### config.mk
export PLATFORM = sky130hd
export DESIGN_NAME = coex_rx_status_gen
export DESIGN_NICKNAME = d
export VERILOG_FILES = /design/src/rtl/coex_rx_pkg.sv /design/src/rtl/coex_rx_sat_add.sv /design/src/rtl/coex_rx_msg_fifo.sv /design/src/rtl/coex_rx_status_gen.sv
export SDC_FILE = /design/constraint.sdc
export NUM_CORES = 1
export LEC_CHECK = 0
export ABC_AREA = 1
export BUFFER_PORTS_ARGS = -buffer_cell sky130_fd_sc_hd__buf_2
export CAP_MARGIN = 20
export CORE_MARGIN = 3
export CORE_UTILIZATION = 41
export DETAILED_ROUTE_END_ITERATION = 8
export PLACE_DENSITY = 0.68
export SLEW_MARGIN = 25
export SYNTH_ARGS = -nofsm -noshare
export SYNTH_HDL_FRONTEND = slang
export SYNTH_SLANG_ARGS = --single-unit
export TNS_END_PERCENT = 100
### constraint.sdc
create_clock -name clk -period 6.05 [get_ports clk]
set_input_delay 0.605 -clock clk [delete_from_list [all_inputs] [get_ports clk]]
set_output_delay 0.605 -clock clk [all_outputs]
set_load 0.1 [all_outputs]
### src/rtl/coex_rx_pkg.sv
package coex_rx_pkg;

    localparam int TIME_W = 16;

    typedef enum logic [1:0] {
        EV_START     = 2'd0,
        EV_FIRST_FCS = 2'd1,
        EV_END       = 2'd2,
        EV_NAP_END   = 2'd3
    } ev_code_e;

    // Field order is the wire layout of word 0, MSB first
    typedef struct packed {
        logic       more;
        logic       retry;
        logic [2:0] ftype;
        logic [7:0] rssi;
        logic [2:0] nss;
        logic       rsvd;
        logic       directed;
        logic       aggr;
        logic       filt;
        logic       single;
        logic [2:0] bw;
        logic [4:0] rate;
        logic       resp;
        ev_code_e   code;
    } word0_t;

    typedef struct packed {
        logic [TIME_W-1:0] xchg_time;
        logic [TIME_W-1:0] pkt_time;
    } word1_t;

    typedef struct packed {
        word1_t w1;
        word0_t w0;
    } msg_t;

endpackage

### src/rtl/coex_rx_sat_add.sv
module coex_rx_sat_add #(
    parameter int W = 16
) (
    input  logic [W-1:0] a_i,
    input  logic [W-1:0] b_i,
    output logic [W-1:0] sum_o
);
    logic [W:0] wide;

    always_comb begin
        wide  = {1'b0, a_i} + {1'b0, b_i};
        sum_o = wide[W] ? {W{1'b1}} : wide[W-1:0];
    end
endmodule

### src/rtl/coex_rx_msg_fifo.sv
module coex_rx_msg_fifo #(
    parameter int W     = 64,
    parameter int DEPTH = 4
) (
    input  logic         clk,
    input  logic         rst_n,
    input  logic         push_i,
    input  logic [W-1:0] din_i,
    input  logic         pop_i,
    output logic [W-1:0] dout_o,
    output logic         valid_o,
    output logic         full_o
);
    localparam int AW = (DEPTH > 1) ? $clog2(DEPTH) : 1;
    localparam int CW = $clog2(DEPTH + 1);
    localparam logic [AW-1:0] LAST = AW'(DEPTH - 1);

    typedef struct packed {
        logic [AW-1:0] rd;
        logic [AW-1:0] wr;
        logic [CW-1:0] cnt;
    } ptr_t;

    ptr_t ptr_d, ptr_q;
    logic [W-1:0] mem_q [DEPTH];
    logic do_push, do_pop;

    always_comb begin
        ptr_d   = ptr_q;
        valid_o = (ptr_q.cnt != '0);
        full_o  = (ptr_q.cnt == CW'(DEPTH));
        do_pop  = pop_i && valid_o;
        do_push = push_i && !full_o;
        if (do_push) ptr_d.wr = (ptr_q.wr == LAST) ? '0 : ptr_q.wr + 1'b1;
        if (do_pop)  ptr_d.rd = (ptr_q.rd == LAST) ? '0 : ptr_q.rd + 1'b1;
        case ({do_push, do_pop})
            2'b10:   ptr_d.cnt = ptr_q.cnt + 1'b1;
            2'b01:   ptr_d.cnt = ptr_q.cnt - 1'b1;
            default: ptr_d.cnt = ptr_q.cnt;
        endcase
        dout_o = mem_q[ptr_q.rd];
    end

    always_ff @(posedge clk or negedge rst_n) begin
        if (!rst_n) ptr_q <= '0;
        else        ptr_q <= ptr_d;
    end

    always_ff @(posedge clk) begin
        if (do_push) mem_q[ptr_q.wr] <= din_i;
    end

    AST_NO_OVERFLOW: assert property (@(posedge clk) disable iff (!rst_n)
        push_i |-> !full_o);
endmodule

### src/rtl/coex_rx_status_gen.sv
module coex_rx_status_gen
    import coex_rx_pkg::*;
#(
    parameter int QDEPTH = 4
) (
    input  logic              clk,
    input  logic              rst_n,
    input  logic              cfg_report_all,
    input  logic              phy_start_i,
    input  logic [4:0]        phy_rate_i,
    input  logic [2:0]        phy_bw_i,
    input  logic [2:0]        phy_nss_i,
    input  logic [7:0]        phy_rssi_i,
    input  logic [TIME_W-1:0] phy_rem_time_i,
    input  logic              hdr_valid_i,
    input  logic              hdr_pass_i,
    input  logic              hdr_directed_i,
    input  logic [2:0]        hdr_type_i,
    input  logic              hdr_retry_i,
    input  logic              hdr_more_i,
    input  logic              hdr_ampdu_i,
    input  logic              hdr_single_i,
    input  logic              hdr_resp_i,
    input  logic [TIME_W-1:0] hdr_dur_i,
    input  logic              fcs_valid_i,
    input  logic              fcs_ok_i,
    input  logic              phy_end_i,
    input  logic              phy_nap_i,
    output logic              msg_valid_o,
    input  logic              msg_ready_i,
    output logic [31:0]       msg_word0_o,
    output logic [31:0]       msg_word1_o
);
    localparam int MSG_W = $bits(msg_t);

    typedef struct packed {
        logic              active;
        logic              started;
        logic              fcs_sent;
        logic              xchg_mode;
        logic              resp;
        logic [4:0]        rate;
        logic [2:0]        bw;
        logic [2:0]        nss;
        logic [7:0]        rssi;
        logic [2:0]        utype;
        logic              uretry;
        logic              umore;
        logic              usingle;
        logic              uaggr;
        logic              upass;
        logic              udir;
        logic [TIME_W-1:0] dur_last;
        logic [TIME_W-1:0] xchg_dur;
    } trk_t;

    trk_t trk_d, trk_q;

    logic              qualify, ev_end, ev_fcs, ev_hdr;
    logic              push;
    logic              use_xchg;
    logic [TIME_W-1:0] add_b, add_sum;
    msg_t              msg;
    logic [MSG_W-1:0]  q_dout;
    logic              q_full;
    msg_t              head;

    coex_rx_sat_add #(.W(TIME_W)) u_add (
        .a_i   (phy_rem_time_i),
        .b_i   (add_b),
        .sum_o (add_sum)
    );

    always_comb begin
        trk_d   = trk_q;
        push    = 1'b0;
        msg     = '0;

        qualify = cfg_report_all || (hdr_pass_i && hdr_directed_i);
        ev_end  = !phy_start_i && trk_q.active && (phy_end_i || phy_nap_i);
        ev_fcs  = !phy_start_i && !ev_end && trk_q.active && trk_q.started
                  && fcs_valid_i && fcs_ok_i;
        ev_hdr  = !phy_start_i && !ev_end && !(trk_q.active && fcs_valid_i)
                  && trk_q.active && hdr_valid_i && qualify;

        add_b    = trk_q.xchg_mode ? trk_q.xchg_dur : trk_q.dur_last;
        use_xchg = trk_q.xchg_mode || ev_fcs;

        // message fields: frozen first-user values, or the header now arriving
        msg.w0.rate  = trk_q.rate;
        msg.w0.bw    = trk_q.bw;
        msg.w0.nss   = trk_q.nss;
        msg.w0.rssi  = trk_q.rssi;
        msg.w0.rsvd  = 1'b0;
        msg.w0.resp  = trk_q.resp;
        if (trk_q.started) begin
            msg.w0.ftype    = trk_q.utype;
            msg.w0.retry    = trk_q.uretry;
            msg.w0.more     = trk_q.umore;
            msg.w0.single   = trk_q.usingle;
            msg.w0.filt     = cfg_report_all && trk_q.upass;
            msg.w0.aggr     = cfg_report_all && trk_q.uaggr;
            msg.w0.directed = cfg_report_all && trk_q.udir;
        end else begin
            msg.w0.ftype    = hdr_type_i;
            msg.w0.retry    = hdr_retry_i;
            msg.w0.more     = hdr_more_i;
            msg.w0.single   = hdr_single_i;
            msg.w0.filt     = cfg_report_all && hdr_pass_i;
            msg.w0.aggr     = cfg_report_all && hdr_ampdu_i;
            msg.w0.directed = cfg_report_all && hdr_directed_i;
        end
        msg.w1.pkt_time  = phy_rem_time_i;
        msg.w1.xchg_time = use_xchg ? add_sum : phy_rem_time_i;

        if (phy_start_i) begin
            trk_d         = '0;
            trk_d.active  = 1'b1;
            trk_d.rate    = phy_rate_i;
            trk_d.bw      = phy_bw_i;
            trk_d.nss     = phy_nss_i;
            trk_d.rssi    = phy_rssi_i;
        end else if (ev_end) begin
            push         = trk_q.started;
            msg.w0.code  = phy_nap_i ? EV_NAP_END : EV_END;
            trk_d.active = 1'b0;
            trk_d.started = 1'b0;
        end else if (ev_fcs) begin
            if (!trk_q.xchg_mode) begin
                trk_d.xchg_mode = 1'b1;
                trk_d.xchg_dur  = trk_q.dur_last;
            end
            if (trk_q.uaggr && !trk_q.fcs_sent) begin
                push           = 1'b1;
                msg.w0.code    = EV_FIRST_FCS;
                trk_d.fcs_sent = 1'b1;
            end
        end else if (ev_hdr) begin
            trk_d.dur_last = hdr_dur_i;
            trk_d.resp     = trk_q.resp || hdr_resp_i;
            if (!trk_q.started) begin
                push          = 1'b1;
                msg.w0.code   = EV_START;
                msg.w0.resp   = 1'b0;
                trk_d.started = 1'b1;
                trk_d.utype   = hdr_type_i;
                trk_d.uretry  = hdr_retry_i;
                trk_d.umore   = hdr_more_i;
                trk_d.usingle = hdr_single_i;
                trk_d.uaggr   = hdr_ampdu_i;
                trk_d.upass   = hdr_pass_i;
                trk_d.udir    = hdr_directed_i;
            end
        end
    end

    always_ff @(posedge clk or negedge rst_n) begin
        if (!rst_n) trk_q <= '0;
        else        trk_q <= trk_d;
    end

    coex_rx_msg_fifo #(.W(MSG_W), .DEPTH(QDEPTH)) u_fifo (
        .clk     (clk),
        .rst_n   (rst_n),
        .push_i  (push),
        .din_i   (msg),
        .pop_i   (msg_ready_i),
        .dout_o  (q_dout),
        .valid_o (msg_valid_o),
        .full_o  (q_full)
    );

    always_comb begin
        head        = msg_t'(q_dout);
        msg_word0_o = head.w0;
        msg_word1_o = head.w1;
    end

    AST_RSVD_ZERO: assert property (@(posedge clk) disable iff (!rst_n)
        msg_valid_o |-> (msg_word0_o[15] == 1'b0));
    AST_FILTER_MASKED: assert property (@(posedge clk) disable iff (!rst_n)
        (msg_valid_o && !cfg_report_all) |-> (msg_word0_o[14:12] == 3'b000));
    AST_START_NO_RESP: assert property (@(posedge clk) disable iff (!rst_n)
        (msg_valid_o && msg_word0_o[1:0] == 2'd0) |-> !msg_word0_o[2]);
    AST_XCHG_NOT_BELOW: assert property (@(posedge clk) disable iff (!rst_n)
        msg_valid_o |-> (msg_word1_o[31:16] >= msg_word1_o[15:0]));
    AST_HOLD_STABLE: assert property (@(posedge clk) disable iff (!rst_n)
        (msg_valid_o && !msg_ready_i) |=> (msg_valid_o && $stable(msg_word0_o)
                                           && $stable(msg_word1_o)));
    AST_START_ONCE: assert property (@(posedge clk) disable iff (!rst_n)
        (push && msg.w0.code == EV_START) |-> !trk_q.started);
    AST_QUEUE_ROOM: assert property (@(posedge clk) disable iff (!rst_n)
        push |-> !q_full);
endmodule

==> run_summary.xml <==
<?xml version="1.0" encoding="UTF-8"?>
<metrics>
  <group name="global_route">
    <metric name="grt_pass1_wl" unit="mm">52.4</metric>
    <metric name="grt_antenna_before_repair" unit="">0</metric>
    <metric name="first_global_vias" unit="">9260</metric>
    <metric name="gr-usage-all-layers" unit="%">18.4</metric>
    <metric name="grt_start_max_net_pins" unit="">83</metric>
    <metric name="grt-ovfl-total" unit="">0</metric>
  </group>
  <group name="sta">
    <metric name="finalHoldWorstSlack" unit="ns">0.104</metric>
    <metric name="clock-skew-final" unit="ns">0.0133</metric>
    <metric name="worst_slew_margin_rel" unit="%">34.0</metric>
    <metric name="final_max_slew_viol_count" unit="">0</metric>
    <metric name="final_min_period_over_clock_period" unit="%">60.5</metric>
    <metric name="report.final.hold_viol_count" unit="">0</metric>
    <metric name="rsz0062_at_grt" unit="">no</metric>
    <metric name="max_freq" unit="MHz">273</metric>
    <metric name="tightestPinTransition" unit="ns">0.989</metric>
    <metric name="fin_crit" unit="ns">3.66</metric>
    <metric name="final-setup-viol-count" unit="">0</metric>
    <metric name="totalNegativeSetupSlack" unit="ns">0</metric>
  </group>
  <group name="critical_path">
    <metric name="setup.worst_path.end_class" unit="">output port</metric>
    <metric name="worstPathMaxFanout" unit="">82</metric>
    <metric name="critical_path_s_slowest_cell" unit="">dfrtp_4</metric>
    <metric name="worst_r2r_path_depth" unit="">14</metric>
    <metric name="cp.required" unit="ns">5.44</metric>
    <metric name="cpLargestDelayFamily" unit="">buffers and inverters</metric>
    <metric name="start_kind" unit="">register</metric>
    <metric name="worstSetupPathDepth" unit="">4</metric>
    <metric name="slowest_delay" unit="ns">1.01</metric>
    <metric name="path_cells" unit="">buf_4 -&gt; o21ai_0 -&gt; o22ai_1 -&gt; buf_2</metric>
    <metric name="cp.buffers_inverters" unit="">2</metric>
    <metric name="critPathArrivalTime" unit="ns">3.05</metric>
    <metric name="timing_worst_setup_path_type" unit="">reg2out</metric>
  </group>
  <group name="synthesis">
    <metric name="number_of_flip_flops_and_latches_in_the_synthesized_netlist" unit="">324</metric>
    <metric name="synth_area_per_cell" unit="sq um">11.0</metric>
    <metric name="synth_warnings" unit="">0</metric>
    <metric name="synth_largest_area_cell" unit="">edfxtp_1</metric>
    <metric name="synthesis.area" unit="sq um">13900</metric>
    <metric name="postSynthNetCount" unit="">1358</metric>
    <metric name="post_synth_cell_types" unit="">36</metric>
    <metric name="syn-instance-count" unit="">1263</metric>
    <metric name="post_synth_main_area_contributors" unit="">edfxtp_1, dfrtp_1, o21ai_0</metric>
    <metric name="synth_largest_type_area_fraction" unit="%">54.6</metric>
    <metric name="seq_area_frac_synth" unit="%">67.6</metric>
  </group>
  <group name="layout">
    <metric name="final_common_cell" unit="">edfxtp_1</metric>
    <metric name="fin_area" unit="sq um">16000</metric>
    <metric name="fill_cells" unit="">2976</metric>
    <metric name="layout-drive-gt1-share" unit="%">15.7</metric>
    <metric name="most_used_cells_in_the_layout_excluding_fill_and_tap_cells" unit="">edfxtp_1, nand2_1, o21ai_0, nor2_1, buf_2</metric>
    <metric name="multiInputGateArea" unit="sq um">3890</metric>
    <metric name="final_core_utilization" unit="%">48.7</metric>
    <metric name="sequential_cell_area_in_the_final_layout" unit="sq um">9370</metric>
    <metric name="synthToLayoutAreaGrowth" unit="%">15.7</metric>
    <metric name="num_antenna_cells" unit="">0</metric>
    <metric name="final_net_count" unit="">1480</metric>
  </group>
  <group name="power">
    <metric name="total_leakage_power" unit="nW">6.42</metric>
    <metric name="max-vdd-ir-drop" unit="uV">349</metric>
    <metric name="cellPowerDensity" unit="nW/um^2">507</metric>
    <metric name="fin_total_pwr" unit="W">0.00813</metric>
  </group>
  <group name="placement">
    <metric name="finalWeightedCongestion" unit="">0.883</metric>
    <metric name="port_buffers" unit="">134</metric>
    <metric name="detailed_place_hpwl" unit="mm">20.7</metric>
    <metric name="post_dp_cell_area" unit="sq um">14900</metric>
  </group>
  <group name="clocking">
    <metric name="clk_latency" unit="ns">0.50</metric>
    <metric name="postCtsResizedCells" unit="">0</metric>
    <metric name="clk_pin_slew" unit="ns">0.06</metric>
    <metric name="cts.repair_timing.setup_buffer_count" unit="">0</metric>
    <metric name="root_buffer" unit="">clkbuf_16</metric>
    <metric name="cts_tree" unit="">built</metric>
    <metric name="ctsHtreeMaxLevel" unit="">2</metric>
    <metric name="holdBufCountCts" unit="">0</metric>
    <metric name="deepest_clock_path_buffer_count" unit="">3</metric>
    <metric name="cts_num_sinks" unit="">324</metric>
    <metric name="cts-buffers-inserted" unit="">35</metric>
  </group>
  <group name="detailed_routing">
    <metric name="detail_route.first_pass.iterations" unit="">7</metric>
    <metric name="post_drt_via_cell_ratio" unit="">5.18</metric>
    <metric name="avgRoutedWirePerCell" unit="um">18.0</metric>
    <metric name="detail_route.wirelength" unit="mm">33.3</metric>
    <metric name="drt_first_iter_violations" unit="">710</metric>
    <metric name="drt_antenna_net_count" unit="">0</metric>
    <metric name="route.detailed.drc" unit="">0</metric>
    <metric name="vias" unit="">9586</metric>
  </group>
  <group name="floorplan">
    <metric name="start_util" unit="%">42.1</metric>
    <metric name="floorplan.die.width" unit="um">190</metric>
    <metric name="design.portCount" unit="">136</metric>
    <metric name="floorplan.rows" unit="">66</metric>
    <metric name="design.die.area" unit="sq um">36000</metric>
    <metric name="dieHeight" unit="um">190</metric>
    <metric name="core_region_area" unit="sq um">32900</metric>
  </group>
  <group name="worst_hold_path">
    <metric name="timing.hold.worst.class" unit="">in2async</metric>
  </group>
  <group name="run">
    <metric name="maxCapViolCount" unit="">0</metric>
  </group>
  <group name="outcome">
    <metric name="status" unit="">finished clean</metric>
  </group>
</metrics>
worst paths after layout:
check | startpoint | to | slack, ns
max | u_fifo.ptr_q[5] | msg_word0_o[31] | 2.39
min | rst_n | msg[22] | 0.10
max reg2reg | trk_q[61] | u_fifo.mem_q[3][57] | 2.64
min reg2reg | u_fifo.ptr_q[0] | u_fifo.ptr_q[0] | 0.49
max in group asynchronous | rst_n | u_fifo.ptr_q[5] | 5.36
min in group clk | phy_rssi_i[0] | msg[19] | 0.30
worst register-to-register path: stages (launching register included):
cell and delay (ns):
dfrtp_1 0.99, nand2_1 0.09, o21ai_0 0.17, ha_1 0.27, inv_1 0.07, fa_1 0.39, inv_1 0.12, nand3_1 0.07
nand3_1 0.13, nand3_1 0.11, nand3_1 0.11, nand2_1 0.15, nand2_4 0.15, nor2_1 0.06, nor2_1 0.30
where the power goes:
group	total (W)	switching (W)	internal (W)	leakage [nW]
clock network	0.00203	0.000840	0.00119	0.538
logic	0.00352	0.00300	0.000519	2.66
registers	0.00258	0.000115	0.00246	3.22
area by class of cell:
class	instances	area share, %
Sequential cell	324	58.5
Timing Repair Buffer	146	4.78
Multi-Input combinational cell	784	24.3
Tap cell	442	3.45
Clock buffer	46	5.91
Inverter	94	2.24
Clock inverter	16	0.890
synth_stat cells (all sizes together):
master,instances
o21ai,181
conb,1
buf,18
edfxtp,252
nand3b,2
nand4,3
nand3,63
a21o,1
nand2,223
dfrtp,72
fa,2
nor2,187
inv,94
ha,22
xnor2,3
o22ai,64
a31oi,4
o31ai,1
a21oi,17
clkbuf,43
nor3,1
xor2,5
and2,4
per-layer routing:
metal  GRT usage, %  part of all wire (%)  vias to the layer above
li1               -                     -                     4617
met1           26.6                    46                     4618
met2           29.2                    46                      299
met3           2.62                   5.3                       52
met4           5.40                   2.3                        0
met5              0                     0                        -
state kept, by name, indices dropped and copies added, names as in the netlist:
| signal | count |
|---|---|
| u_fifo.mem_q | 252 |
| u_fifo.ptr_q | 7 |
| msg | 19 |
| trk_q | 46 |
through the flow:
| stage | setup slack (ns) | instances |
|---|---|---|
| 6_report | 2.39 | 1852 |
| 4_1_cts | 2.34 | 1852 |
| 3_3_place_gp | 1.99 | 1790 |
| 2_1_floorplan | 1.53 | 1263 |
| 3_5_place_dp | 1.92 | 1790 |
| 5_1_grt | 2.21 | 1852 |
kinds of logic (layout without fill, tap and decap cells):
logic type	after synthesis	count (layout)	synth area share, %
compound gates	268	268	10.4
xor+xnor	8	8	0.506
fa+ha+maj	24	24	2.28
buf+inv	155	302	4.53
flops	324	324	67.6
other cells	1	1	0.0271
simple gates	483	483	14.7
Note: power is estimated with default switching activity, not from simulation.
